<file path="src/rtl/dma_pkg.sv">
package dma_pkg;

    localparam int unsigned DMA_DW   = 16;
    localparam int unsigned DMA_AW   = 16;
    localparam int unsigned DMA_CW   = 16;
    localparam int unsigned DMA_DEVW = 8;
    localparam int unsigned DMA_SELW = 2;

    localparam int unsigned CTL_DIR   = 0;
    localparam int unsigned CTL_START = 1;
    localparam int unsigned CTL_CLEAR = 2;
    localparam int unsigned STS_BUSY  = 0;
    localparam int unsigned STS_DONE  = 1;

    typedef enum logic [DMA_SELW-1:0] {
        SEL_CTRL  = 2'd0,
        SEL_DEV   = 2'd1,
        SEL_ADDR  = 2'd2,
        SEL_COUNT = 2'd3
    } reg_sel_e;

    typedef enum logic {
        DIR_TO_MEM = 1'b0,
        DIR_TO_DEV = 1'b1
    } dir_e;

    typedef enum logic [1:0] {
        XS_IDLE,
        XS_DEV_IN,
        XS_BUS,
        XS_DEV_OUT
    } xfer_state_e;

    typedef struct packed {
        dir_e                dir;
        logic [DMA_DEVW-1:0] dev;
        logic [DMA_AW-1:0]   base;
        logic [DMA_CW-1:0]   count;
    } dma_cmd_t;

    function automatic logic is_last(input logic [DMA_CW-1:0] n);
        return n == DMA_CW'(1);
    endfunction

    function automatic logic [DMA_DW-1:0] status_word(input logic busy, input logic done);
        logic [DMA_DW-1:0] w;
        w           = '0;
        w[STS_BUSY] = busy;
        w[STS_DONE] = done;
        return w;
    endfunction

endpackage

</file>
<file path="src/rtl/dma_regs.sv">
module dma_regs
    import dma_pkg::*;
(
    input  logic                clk,
    input  logic                rst,
    input  logic                cfg_we,
    input  logic [DMA_SELW-1:0] cfg_addr,
    input  logic [DMA_DW-1:0]   cfg_wdata,
    output logic [DMA_DW-1:0]   cfg_rdata,
    input  logic                busy,
    input  logic                finish,
    input  logic [DMA_AW-1:0]   live_addr,
    input  logic [DMA_CW-1:0]   live_remain,
    output dma_cmd_t            cmd,
    output dma_cmd_t            launch,
    output logic                go,
    output logic                done
);

    reg_sel_e sel;
    dma_cmd_t cmd_q;
    logic     done_q;
    logic     prog_ok;
    logic     ctrl_wr;
    logic     start_req;
    logic     clear_req;
    logic     zero_start;

    assign sel        = reg_sel_e'(cfg_addr);
    assign prog_ok    = cfg_we && !busy;
    assign ctrl_wr    = cfg_we && (sel == SEL_CTRL);
    assign start_req  = ctrl_wr && !busy && cfg_wdata[CTL_START];
    assign clear_req  = ctrl_wr && cfg_wdata[CTL_CLEAR];
    assign zero_start = start_req && (cmd_q.count == '0);
    assign go         = start_req && (cmd_q.count != '0);

    always_comb begin
        launch     = cmd_q;
        launch.dir = dir_e'(cfg_wdata[CTL_DIR]);
    end

    always_ff @(posedge clk) begin
        if (rst) begin
            cmd_q <= '0;
        end else if (prog_ok) begin
            unique case (sel)
                SEL_CTRL:  cmd_q.dir   <= dir_e'(cfg_wdata[CTL_DIR]);
                SEL_DEV:   cmd_q.dev   <= cfg_wdata[DMA_DEVW-1:0];
                SEL_ADDR:  cmd_q.base  <= DMA_AW'(cfg_wdata);
                SEL_COUNT: cmd_q.count <= DMA_CW'(cfg_wdata);
            endcase
        end
    end

    always_ff @(posedge clk) begin
        if (rst) begin
            done_q <= 1'b0;
        end else if (finish || zero_start) begin
            done_q <= 1'b1;
        end else if (start_req || clear_req) begin
            done_q <= 1'b0;
        end
    end

    always_comb begin
        unique case (sel)
            SEL_CTRL:  cfg_rdata = status_word(busy, done_q);
            SEL_DEV:   cfg_rdata = DMA_DW'(cmd_q.dev);
            SEL_ADDR:  cfg_rdata = DMA_DW'(live_addr);
            SEL_COUNT: cfg_rdata = DMA_DW'(live_remain);
        endcase
    end

    assign cmd  = cmd_q;
    assign done = done_q;

    AST_ZERO_START_DONE: assert property (@(posedge clk) disable iff (rst)
        zero_start |=> (done_q && !busy));
    AST_DONE_HOLD: assert property (@(posedge clk) disable iff (rst)
        (done_q && !start_req && !clear_req) |=> done_q);
    AST_DONE_NOT_BUSY: assert property (@(posedge clk) disable iff (rst)
        done_q |-> !busy);
    AST_FINISH_SETS_DONE: assert property (@(posedge clk) disable iff (rst)
        finish |=> done_q);
    AST_CMD_FROZEN: assert property (@(posedge clk) disable iff (rst)
        (busy && cfg_we) |=> $stable(cmd_q));

endmodule

</file>
<file path="src/rtl/dma_xfer.sv">
module dma_xfer
    import dma_pkg::*;
(
    input  logic              clk,
    input  logic              rst,
    input  logic              go,
    input  dma_cmd_t          launch,
    output logic              busy,
    output logic              finish,
    output logic [DMA_AW-1:0] live_addr,
    output logic [DMA_CW-1:0] live_remain,
    output logic              bus_req,
    input  logic              bus_gnt,
    output logic [DMA_AW-1:0] mem_addr,
    output logic              mem_we,
    output logic [DMA_DW-1:0] mem_wdata,
    input  logic [DMA_DW-1:0] mem_rdata,
    input  logic              dev_in_valid,
    output logic              dev_in_ready,
    input  logic [DMA_DW-1:0] dev_in_data,
    output logic              dev_out_valid,
    input  logic              dev_out_ready,
    output logic [DMA_DW-1:0] dev_out_data
);

    xfer_state_e       state;
    dir_e              dir_q;
    logic [DMA_AW-1:0] addr_q;
    logic [DMA_CW-1:0] remain_q;
    logic [DMA_DW-1:0] word_q;
    logic              bus_hit;
    logic              out_hit;

    assign bus_req       = (state == XS_BUS);
    assign dev_in_ready  = (state == XS_DEV_IN);
    assign dev_out_valid = (state == XS_DEV_OUT);
    assign bus_hit       = bus_req && bus_gnt;
    assign out_hit       = dev_out_valid && dev_out_ready;
    assign mem_we        = bus_hit && (dir_q == DIR_TO_MEM);
    assign mem_addr      = addr_q;
    assign mem_wdata     = word_q;
    assign dev_out_data  = word_q;
    assign busy          = (state != XS_IDLE);
    assign live_addr     = addr_q;
    assign live_remain   = remain_q;
    assign finish        = is_last(remain_q) &&
                           ((bus_hit && dir_q == DIR_TO_MEM) || out_hit);

    always_ff @(posedge clk) begin
        if (rst) begin
            state    <= XS_IDLE;
            dir_q    <= DIR_TO_MEM;
            addr_q   <= '0;
            remain_q <= '0;
            word_q   <= '0;
        end else begin
            unique case (state)
                XS_IDLE: begin
                    if (go) begin
                        dir_q    <= launch.dir;
                        addr_q   <= launch.base;
                        remain_q <= launch.count;
                        state    <= (launch.dir == DIR_TO_DEV) ? XS_BUS : XS_DEV_IN;
                    end
                end
                XS_DEV_IN: begin
                    if (dev_in_valid) begin
                        word_q <= dev_in_data;
                        state  <= XS_BUS;
                    end
                end
                XS_BUS: begin
                    if (bus_gnt) begin
                        addr_q <= addr_q + DMA_AW'(1);
                        if (dir_q == DIR_TO_MEM) begin
                            remain_q <= remain_q - DMA_CW'(1);
                            state    <= is_last(remain_q) ? XS_IDLE : XS_DEV_IN;
                        end else begin
                            word_q <= mem_rdata;
                            state  <= XS_DEV_OUT;
                        end
                    end
                end
                XS_DEV_OUT: begin
                    if (dev_out_ready) begin
                        remain_q <= remain_q - DMA_CW'(1);
                        state    <= is_last(remain_q) ? XS_IDLE : XS_BUS;
                    end
                end
            endcase
        end
    end

    AST_REQ_HOLD: assert property (@(posedge clk) disable iff (rst)
        (bus_req && !bus_gnt) |=> bus_req);
    AST_REQ_RELEASE: assert property (@(posedge clk) disable iff (rst)
        (bus_req && bus_gnt) |=> !bus_req);
    AST_WE_GRANTED: assert property (@(posedge clk) disable iff (rst)
        mem_we |-> bus_gnt);
    AST_ADDR_STEP: assert property (@(posedge clk) disable iff (rst)
        (bus_req && bus_gnt) |=> (mem_addr == $past(mem_addr) + DMA_AW'(1)));
    AST_OUT_STABLE: assert property (@(posedge clk) disable iff (rst)
        (dev_out_valid && !dev_out_ready) |=>
        (dev_out_valid && $stable(dev_out_data)));
    AST_NO_BUS_WHILE_DEV: assert property (@(posedge clk) disable iff (rst)
        dev_in_ready |-> !bus_req);

endmodule

</file>
<file path="src/rtl/dma_engine.sv">
module dma_engine
    import dma_pkg::*;
(
    input  logic                clk,
    input  logic                rst,
    input  logic                cfg_we,
    input  logic [DMA_SELW-1:0] cfg_addr,
    input  logic [DMA_DW-1:0]   cfg_wdata,
    output logic [DMA_DW-1:0]   cfg_rdata,
    output logic                irq,
    output logic [DMA_DEVW-1:0] dev_sel,
    output logic                bus_req,
    input  logic                bus_gnt,
    output logic [DMA_AW-1:0]   mem_addr,
    output logic                mem_we,
    output logic [DMA_DW-1:0]   mem_wdata,
    input  logic [DMA_DW-1:0]   mem_rdata,
    input  logic                dev_in_valid,
    output logic                dev_in_ready,
    input  logic [DMA_DW-1:0]   dev_in_data,
    output logic                dev_out_valid,
    input  logic                dev_out_ready,
    output logic [DMA_DW-1:0]   dev_out_data
);

    dma_cmd_t          cmd;
    dma_cmd_t          launch;
    logic              go;
    logic              done;
    logic              busy;
    logic              finish;
    logic [DMA_AW-1:0] live_addr;
    logic [DMA_CW-1:0] live_remain;

    dma_regs u_regs (
        .clk         (clk),
        .rst         (rst),
        .cfg_we      (cfg_we),
        .cfg_addr    (cfg_addr),
        .cfg_wdata   (cfg_wdata),
        .cfg_rdata   (cfg_rdata),
        .busy        (busy),
        .finish      (finish),
        .live_addr   (live_addr),
        .live_remain (live_remain),
        .cmd         (cmd),
        .launch      (launch),
        .go          (go),
        .done        (done)
    );

    dma_xfer u_xfer (
        .clk           (clk),
        .rst           (rst),
        .go            (go),
        .launch        (launch),
        .busy          (busy),
        .finish        (finish),
        .live_addr     (live_addr),
        .live_remain   (live_remain),
        .bus_req       (bus_req),
        .bus_gnt       (bus_gnt),
        .mem_addr      (mem_addr),
        .mem_we        (mem_we),
        .mem_wdata     (mem_wdata),
        .mem_rdata     (mem_rdata),
        .dev_in_valid  (dev_in_valid),
        .dev_in_ready  (dev_in_ready),
        .dev_in_data   (dev_in_data),
        .dev_out_valid (dev_out_valid),
        .dev_out_ready (dev_out_ready),
        .dev_out_data  (dev_out_data)
    );

    assign irq     = done;
    assign dev_sel = cmd.dev;

endmodule

</file>
<file path="config.mk">
export PLATFORM = sky130hd
export DESIGN_NAME = dma_engine
export DESIGN_NICKNAME = d
export VERILOG_FILES = /design/src/rtl/dma_pkg.sv /design/src/rtl/dma_regs.sv /design/src/rtl/dma_xfer.sv /design/src/rtl/dma_engine.sv
export SDC_FILE = /design/constraint.sdc
export NUM_CORES = 1
export LEC_CHECK = 0
export ABC_CLOCK_PERIOD_IN_PS = 2700
export BUFFER_PORTS_ARGS = -buffer_cell sky130_fd_sc_hd__buf_2
export CAP_MARGIN = 20
export CORE_ASPECT_RATIO = 0.8
export CORE_MARGIN = 3
export CORE_UTILIZATION = 35
export DETAILED_ROUTE_END_ITERATION = 6
export SYNTH_ARGS = -nofsm -noshare
export SYNTH_HDL_FRONTEND = slang
export SYNTH_SLANG_ARGS = --single-unit
export TNS_END_PERCENT = 10
</file>
<file path="constraint.sdc">
create_clock -name clk -period 2.7 [get_ports clk]
set_clock_uncertainty 0.05 [all_clocks]
set_input_delay 0.405 -clock clk [delete_from_list [all_inputs] [get_ports clk]]
set_output_delay 0.405 -clock clk [all_outputs]
set_load 0.02 [all_outputs]
</file>
# Word level (Yosys, flattened, before mapping)
# Cells that the tools add are included.
word_totals:
  output_inout_bits: 77
  in_bits: 56
  wordCells: 81
  regBits: 92
op_classes:
  bitwise_logic: 1
  addsub: 2
  n_eq_ne: 13
  reduce_logical: 32
  muxes: 24
ops:
  columns: ["operator", "n"]
  rows:
  - ["2-to-1 mux 16 bit", 9]
  - ["case mux 16 bit (2 select lines)", 2]
  - ["case mux 16 bit (4 select lines)", 1]
  - ["case mux 16 bit (3 select lines)", 1]
  - ["adder 16 x 1 -> 16 bit (second input constant)", 1]
  - ["== test 16 x 1 -> 1 bit (second input constant)", 1]
  - ["logical NOT 16 bit", 1]
  - ["nonzero test 16 bit", 1]
  - ["subtractor 16 x 1 -> 16 bit (second input constant)", 1]
  - ["2-to-1 mux 2 bit", 7]
  - ["!= test 2 bit (second input constant)", 6]
  - ["logical AND 1 bit", 11]
  - ["== test 2 bit (second input constant)", 4]
  - ["case mux 2 bit (4 select lines)", 1]
  - ["AND reduction 2 bit", 4]
  - ["AND reduction 4 bit", 2]
  - ["nonzero test 2 bit", 4]
  - ["AND reduction 5 bit", 1]
  - ["== test 2 x 1 -> 1 bit (second input constant)", 2]
  - ["logical NOT 2 bit", 2]
  - ["logical OR 1 bit", 3]
  - ["2-to-1 mux 1 bit", 3]
  - ["AND reduction 3 bit", 1]
  - ["nonzero test 3 bit", 1]
  - ["2 further kinds", 2]

# Depth between registers and ports, before layout
logic_depth:
  ltp_word: 7
  depth_mapped: 9
  depth_no_buf: 7

# Modules after synthesis
# A second synthesis with hierarchy kept.
unflattened:
  cells_unflattened: 696
  area_unflattened_um2: 5535.3
modules_own_cells:
  columns: ["module", "area_each_um2", "cells_per_inst", "seq_area_each_um2", "n_inst"]
  rows:
  - ["dma_xfer", 3290.7, 433, 1021.0, 1]
  - ["dma_regs", 2244.7, 263, 840.8, 1]

# Worst setup path before layout
# Ideal clock, no wire load.
synth_path:
  path_type: "input -> output"
  from: "in cfg_addr[0]"
  to: "out cfg_rdata[13]"
  cell_stages: 4
  arrival_ns: 1.583
  required_time_ns: 2.245
  path_buffers: 2
  setup_slack_ns: 0.662
  cell_sequence: "buf_1 > clkbuf_1 > mux2i_1 > nor2b_1"
synth_between:
  elab_chain_cells: 2
  word_cells_on_any_way: 5
  cone_classes: "eq/ne (3); mux (1); reduce/logical (1)"
synth_rtl:
  columns: ["item", "line_no", "text"]
  rows:
  - ["start: declaration", "dma_engine.sv:7", "input logic [DMA_SELW-1:0] cfg_addr,"]
  - ["== test 2 bit (tied with other cells)", "dma_regs.sv:66", "unique case (sel)"]
  - ["case mux 16 bit (4 select lines) *", "dma_regs.sv:66", null]
  - ["end: declaration", "dma_engine.sv:9", "output logic [DMA_DW-1:0] cfg_rdata,"]
# Mark *: on every way between the ends. The rest lies on a longest branch, timed or not.

# Final worst setup path
layout_path:
  from: "reg u_xfer.state[1]"
  to: "out bus_req"
layout_between:
  elab_chain_cells: 1
layout_rtl:
  columns: ["item", "line_no", "text"]
  rows:
  - ["start: declaration", "dma_xfer.sv:26", "xfer_state_e state;"]
  - ["start signal: assignment", "dma_xfer.sv:63", "state <= (launch.dir == DIR_TO_DEV) ? XS_BUS : XS_DEV_IN;"]
  - ["start signal: assignment", "dma_xfer.sv:77", "state <= is_last(remain_q) ? XS_IDLE : XS_DEV_IN;"]
  - ["start signal: assignment", "dma_xfer.sv:87", "state <= is_last(remain_q) ? XS_IDLE : XS_BUS;"]
  - ["== test 2 bit", "dma_xfer.sv:34", "assign bus_req = (state == XS_BUS);"]
  - ["end: declaration", "dma_engine.sv:12", "output logic bus_req,"]
# Every way passes these cells.

==> results.md <==
- Met2 WL: 6.569 mm
- DR vias: 4958
- Root Buffer: clkbuf_16
- CP max stage cell: dfxtp_1
- Clock Sinks: 92
- Pwr per Cell Area: 532.3 nW/um^2
- R2r startpoint: u_xfer.live_addr[1]
- Asr flop ratio synth: 0%
- Tcrit/Tclk final: 85.39%
- Crit start category: flip-flop
- Synth-to-Final Area Change: 19.99%
- WS Path Type: flip-flop to primary output
- # diodes: 0
- Status: completed
- Worst Path Required: 2.25 ns
- Max-cap violations: 0
- I/O Buffers: 132
- Reg2Reg Setup Slack: 0.54 ns
- Arr. time, crit path: 1.85 ns
- WHS Endpoint: u_xfer.dev_out_data[7]
- Fillers: 1358
- Drt drc: 0
- TritonCTS clock tree: done
- Std cell rows: 37
- Post-CTS Resized: 0
- Largest family of logic cells by synthesized area: simple AND/OR/NAND/NOR gates
- Met3 routed WL: 921 um
- Slew headroom: 58.49%
- # nets final: 778
- Syn Inst Count: 626
- Post-synth EDFFs: 0
- Share of cells above drive strength 1: 25.28%
- Syn Area/Cell: 7.787 um^2
- Post-synthesis mux area share: 6.211%
- Htree depth: 3
- Vias per cell: 5.515
- Final antenna-violating net count: 0
- Ys Warns: 0
- CP Capture Type: primary output
- CP Max Fanout: 32
- Mapped Area: 4875 um^2
- Post-synthesis simple-gate area fraction: 25.59%
- Final setup TNS: 0 ns
- Worst R2R End: u_xfer.live_addr[14]
- Gate power share: 12.4%
- Total track usage: 19.71%
- Critical-path cell list: nand2b_1, inv_1, buf_4, buf_2
- Detail Placement HPWL: 11.45 mm
- XOR/XNOR share of the synthesized area: 0.3593%
- Part of the power in registers: 45.9%
- Sequential area share after synthesis: 37.78%
- Vias in the first global route: 4640
- Largest net degree at the start of global routing: 48
- Grt total ovfl: 0
- Syn Nets: 685
- Die W: 137.9 um
- Final Hold Viols: 0
- I/O pin count: 133
- Clock tree buffer depth: 2
- Worst-Margin Slew: 0.6213 ns
- Min Tclk post-route: 2.305 ns
- RD Place Congestion: 0.8625
- Synth Flop Type: dfxtp_1
- Hold path cells: 3
- Worst Hold Class: input port to flip-flop
- Max incr delay on CP: 0.63 ns
- Unrepaired setup endpoints after global routing: false
- CTS clk-pin slew, worst paths: 0.06 ns
- TritonCTS buffer count: 9
- Post-CTS Hold Buffers: 0
- Synth Area in Compound Gates: 21.61%
- Clock power share: 41.7%
- Initial Utilization: 36.82%
- First-pass GRT wire length: 24.27 mm
- Final core utilization: 44.18%
- Iteration-0 DRC count of the detailed router: 327
- Total wire length: 15.36 mm
- Origin of the worst min-delay path: mem_rdata[7]
- Sw power: 0.8104 mW
- Leakage: 2.413 nW
- Internal power: 2.303 mW
- Peak VDD IR: 310.4 uV
- Total iterations of the first detailed-routing run: 5
- Wire per inst: 17.08 um
- Top Metal Used: met4
- Post-Synth Adder-Cell Area: 0.7700%
- Post-CTS Setup Bufs: 0
- Initial antenna violation count: 0
- Chip Height: 111.6 um
- R2R depth: 6
- Core Area: 13240 um^2
- Met1 WL: 7.549 mm
- Flops & latches, synth: 92
- Net Sw Frac: 26.03%
- Final setup viols: 0
- Slew Viols, Final: 0
- Clk_lat worst skew: 0.34 ns
- Synth unique cells: 61
- Fmax: 0.4338 GHz
- Die ar.: 15390 um^2
-- worst max-delay path: cells and delay by family, from the launching register on --
family	cells	cell delay, ns
buf+inv	3	0.71
simple gates	1	0.16
flops	1	0.63
-- cell usage in the layout, fill, tap and decap left out, types with 4 or more instances in the layout --
cell type,instances
nand3_1,11
and3_1,8
nand2b_1,11
mux2_2,6
dfxtp_1,92
or3_1,7
buf_4,19
nor2b_1,11
a31oi_1,10
nor4_1,7
a22o_1,7
mux2i_1,19
o21ai_0,18
and2_1,4
inv_1,5
nor2_1,44
o32ai_1,5
nor3_1,9
nand2_1,133
a311oi_1,17
a21oi_1,65
a22oi_1,4
buf_2,132
clkbuf_16,9
-- worst max-delay path by stage --
| stage | startpoint | end | slack, ns | depth (start not counted) |
|---|---|---|---|---|
| after floorplan | cfg_addr[0] | cfg_rdata[13] | 0.66 | 4 |
| after global placement | cfg_addr[1] | cfg_rdata[7] | 0.47 | 4 |
| after detailed placement | cfg_addr[1] | u_regs.cmd[21] | 0.36 | 5 |
| after CTS | u_xfer.state[1] | bus_req | 0.41 | 4 |
| after global routing | u_xfer.state[1] | bus_req | 0.29 | 4 |
| final | u_xfer.state[1] | bus_req | 0.39 | 4 |
-- flip-flops by register name, summed over array words and instances (netlist names) --
register             flops
u_regs.done              1
u_xfer.state             2
u_regs.cmd              40
u_xfer.live_remain      16
u_xfer.dir_q             1
u_xfer.dev_out_data     16
u_xfer.live_addr        16
-- cells in the mapped netlist, drive strengths merged (4+ instances only) --
library cell | count | area [um^2]
nor3 | 9 | 45.04
mux2i | 19 | 190.2
inv | 5 | 18.77
clkbuf | 37 | 138.9
a31oi | 10 | 62.56
a22o | 7 | 61.31
dfxtp | 92 | 1842
a21boi | 4 | 30.03
a22oi | 4 | 30.03
and3 | 8 | 50.05
nand3 | 11 | 55.05
nor4 | 7 | 43.79
a311oi | 17 | 148.9
nand2 | 133 | 499.2
buf | 32 | 216.5
nor2 | 44 | 165.2
o21ai | 19 | 95.09
nor2b | 11 | 68.82
a21oi | 65 | 325.3
or3 | 8 | 55.05
nand2b | 11 | 68.82
and2 | 5 | 32.53
mux2 | 6 | 67.56
o32ai | 5 | 43.79
-- logic make-up (layout without fill, tap and decap cells) --
logic type,count (synthesis),count (layout)
multiplexers,27,27
adder cells (fa/ha/maj),3,3
AND/OR/NAND/NOR,266,266
XOR/XNOR,2,2
flip-flops,92,92
AO/OA/AOI/OAI,162,162
buffers and inverters,74,172
-- stage by stage --
step | hold WS (ns) | area, um^2 | total power, mW | setup slack, ns | instances
4_1_cts | 0.2663 | 5849 | 3.136 | 0.4113 | 899
6_report | 0.2723 | 5849 | 3.114 | 0.3946 | 899
3_5_place_dp | 0.3998 | 5545 | 1.839 | 0.3612 | 883
5_1_grt | 0.2715 | 5849 | 3.228 | 0.2883 | 899
3_3_place_gp | 0.4008 | 5545 | 1.833 | 0.4726 | 883
2_1_floorplan | 0.3857 | 4875 | 1.698 | 0.6622 | 626
-- metal layers --
metal	vias to the layer above	GRT usage [%]
met5	-	0
met4	0	6.188
met3	26	3.975
met2	166	28.58
met1	2369	29.25
li1	2397	-
-- power groups by stage --
| stage | clock, mW | combinational [mW] | sequential (mW) |
|---|---|---|---|
| 2_1_floorplan | 0 | 0.243 | 1.45 |
| 3_3_place_gp | 0 | 0.374 | 1.46 |
| 3_5_place_dp | 0 | 0.379 | 1.46 |
| 4_1_cts | 1.33 | 0.381 | 1.43 |
| 5_1_grt | 1.37 | 0.422 | 1.43 |
| 6_report | 1.30 | 0.385 | 1.43 |
-- area by class of cell --
cell class	instances	area [um^2]	share of cell area, %
well taps	175	219.0	3.743
repair buffers	151	803.3	13.73
multi-input cells	460	2663	45.52
inverters	5	18.77	0.3209
clock buffers	12	256.5	4.385
flip-flops and latches	92	1842	31.49
clock inverters	4	47.55	0.8128
Note: power is estimated with default switching activity, not from simulation.
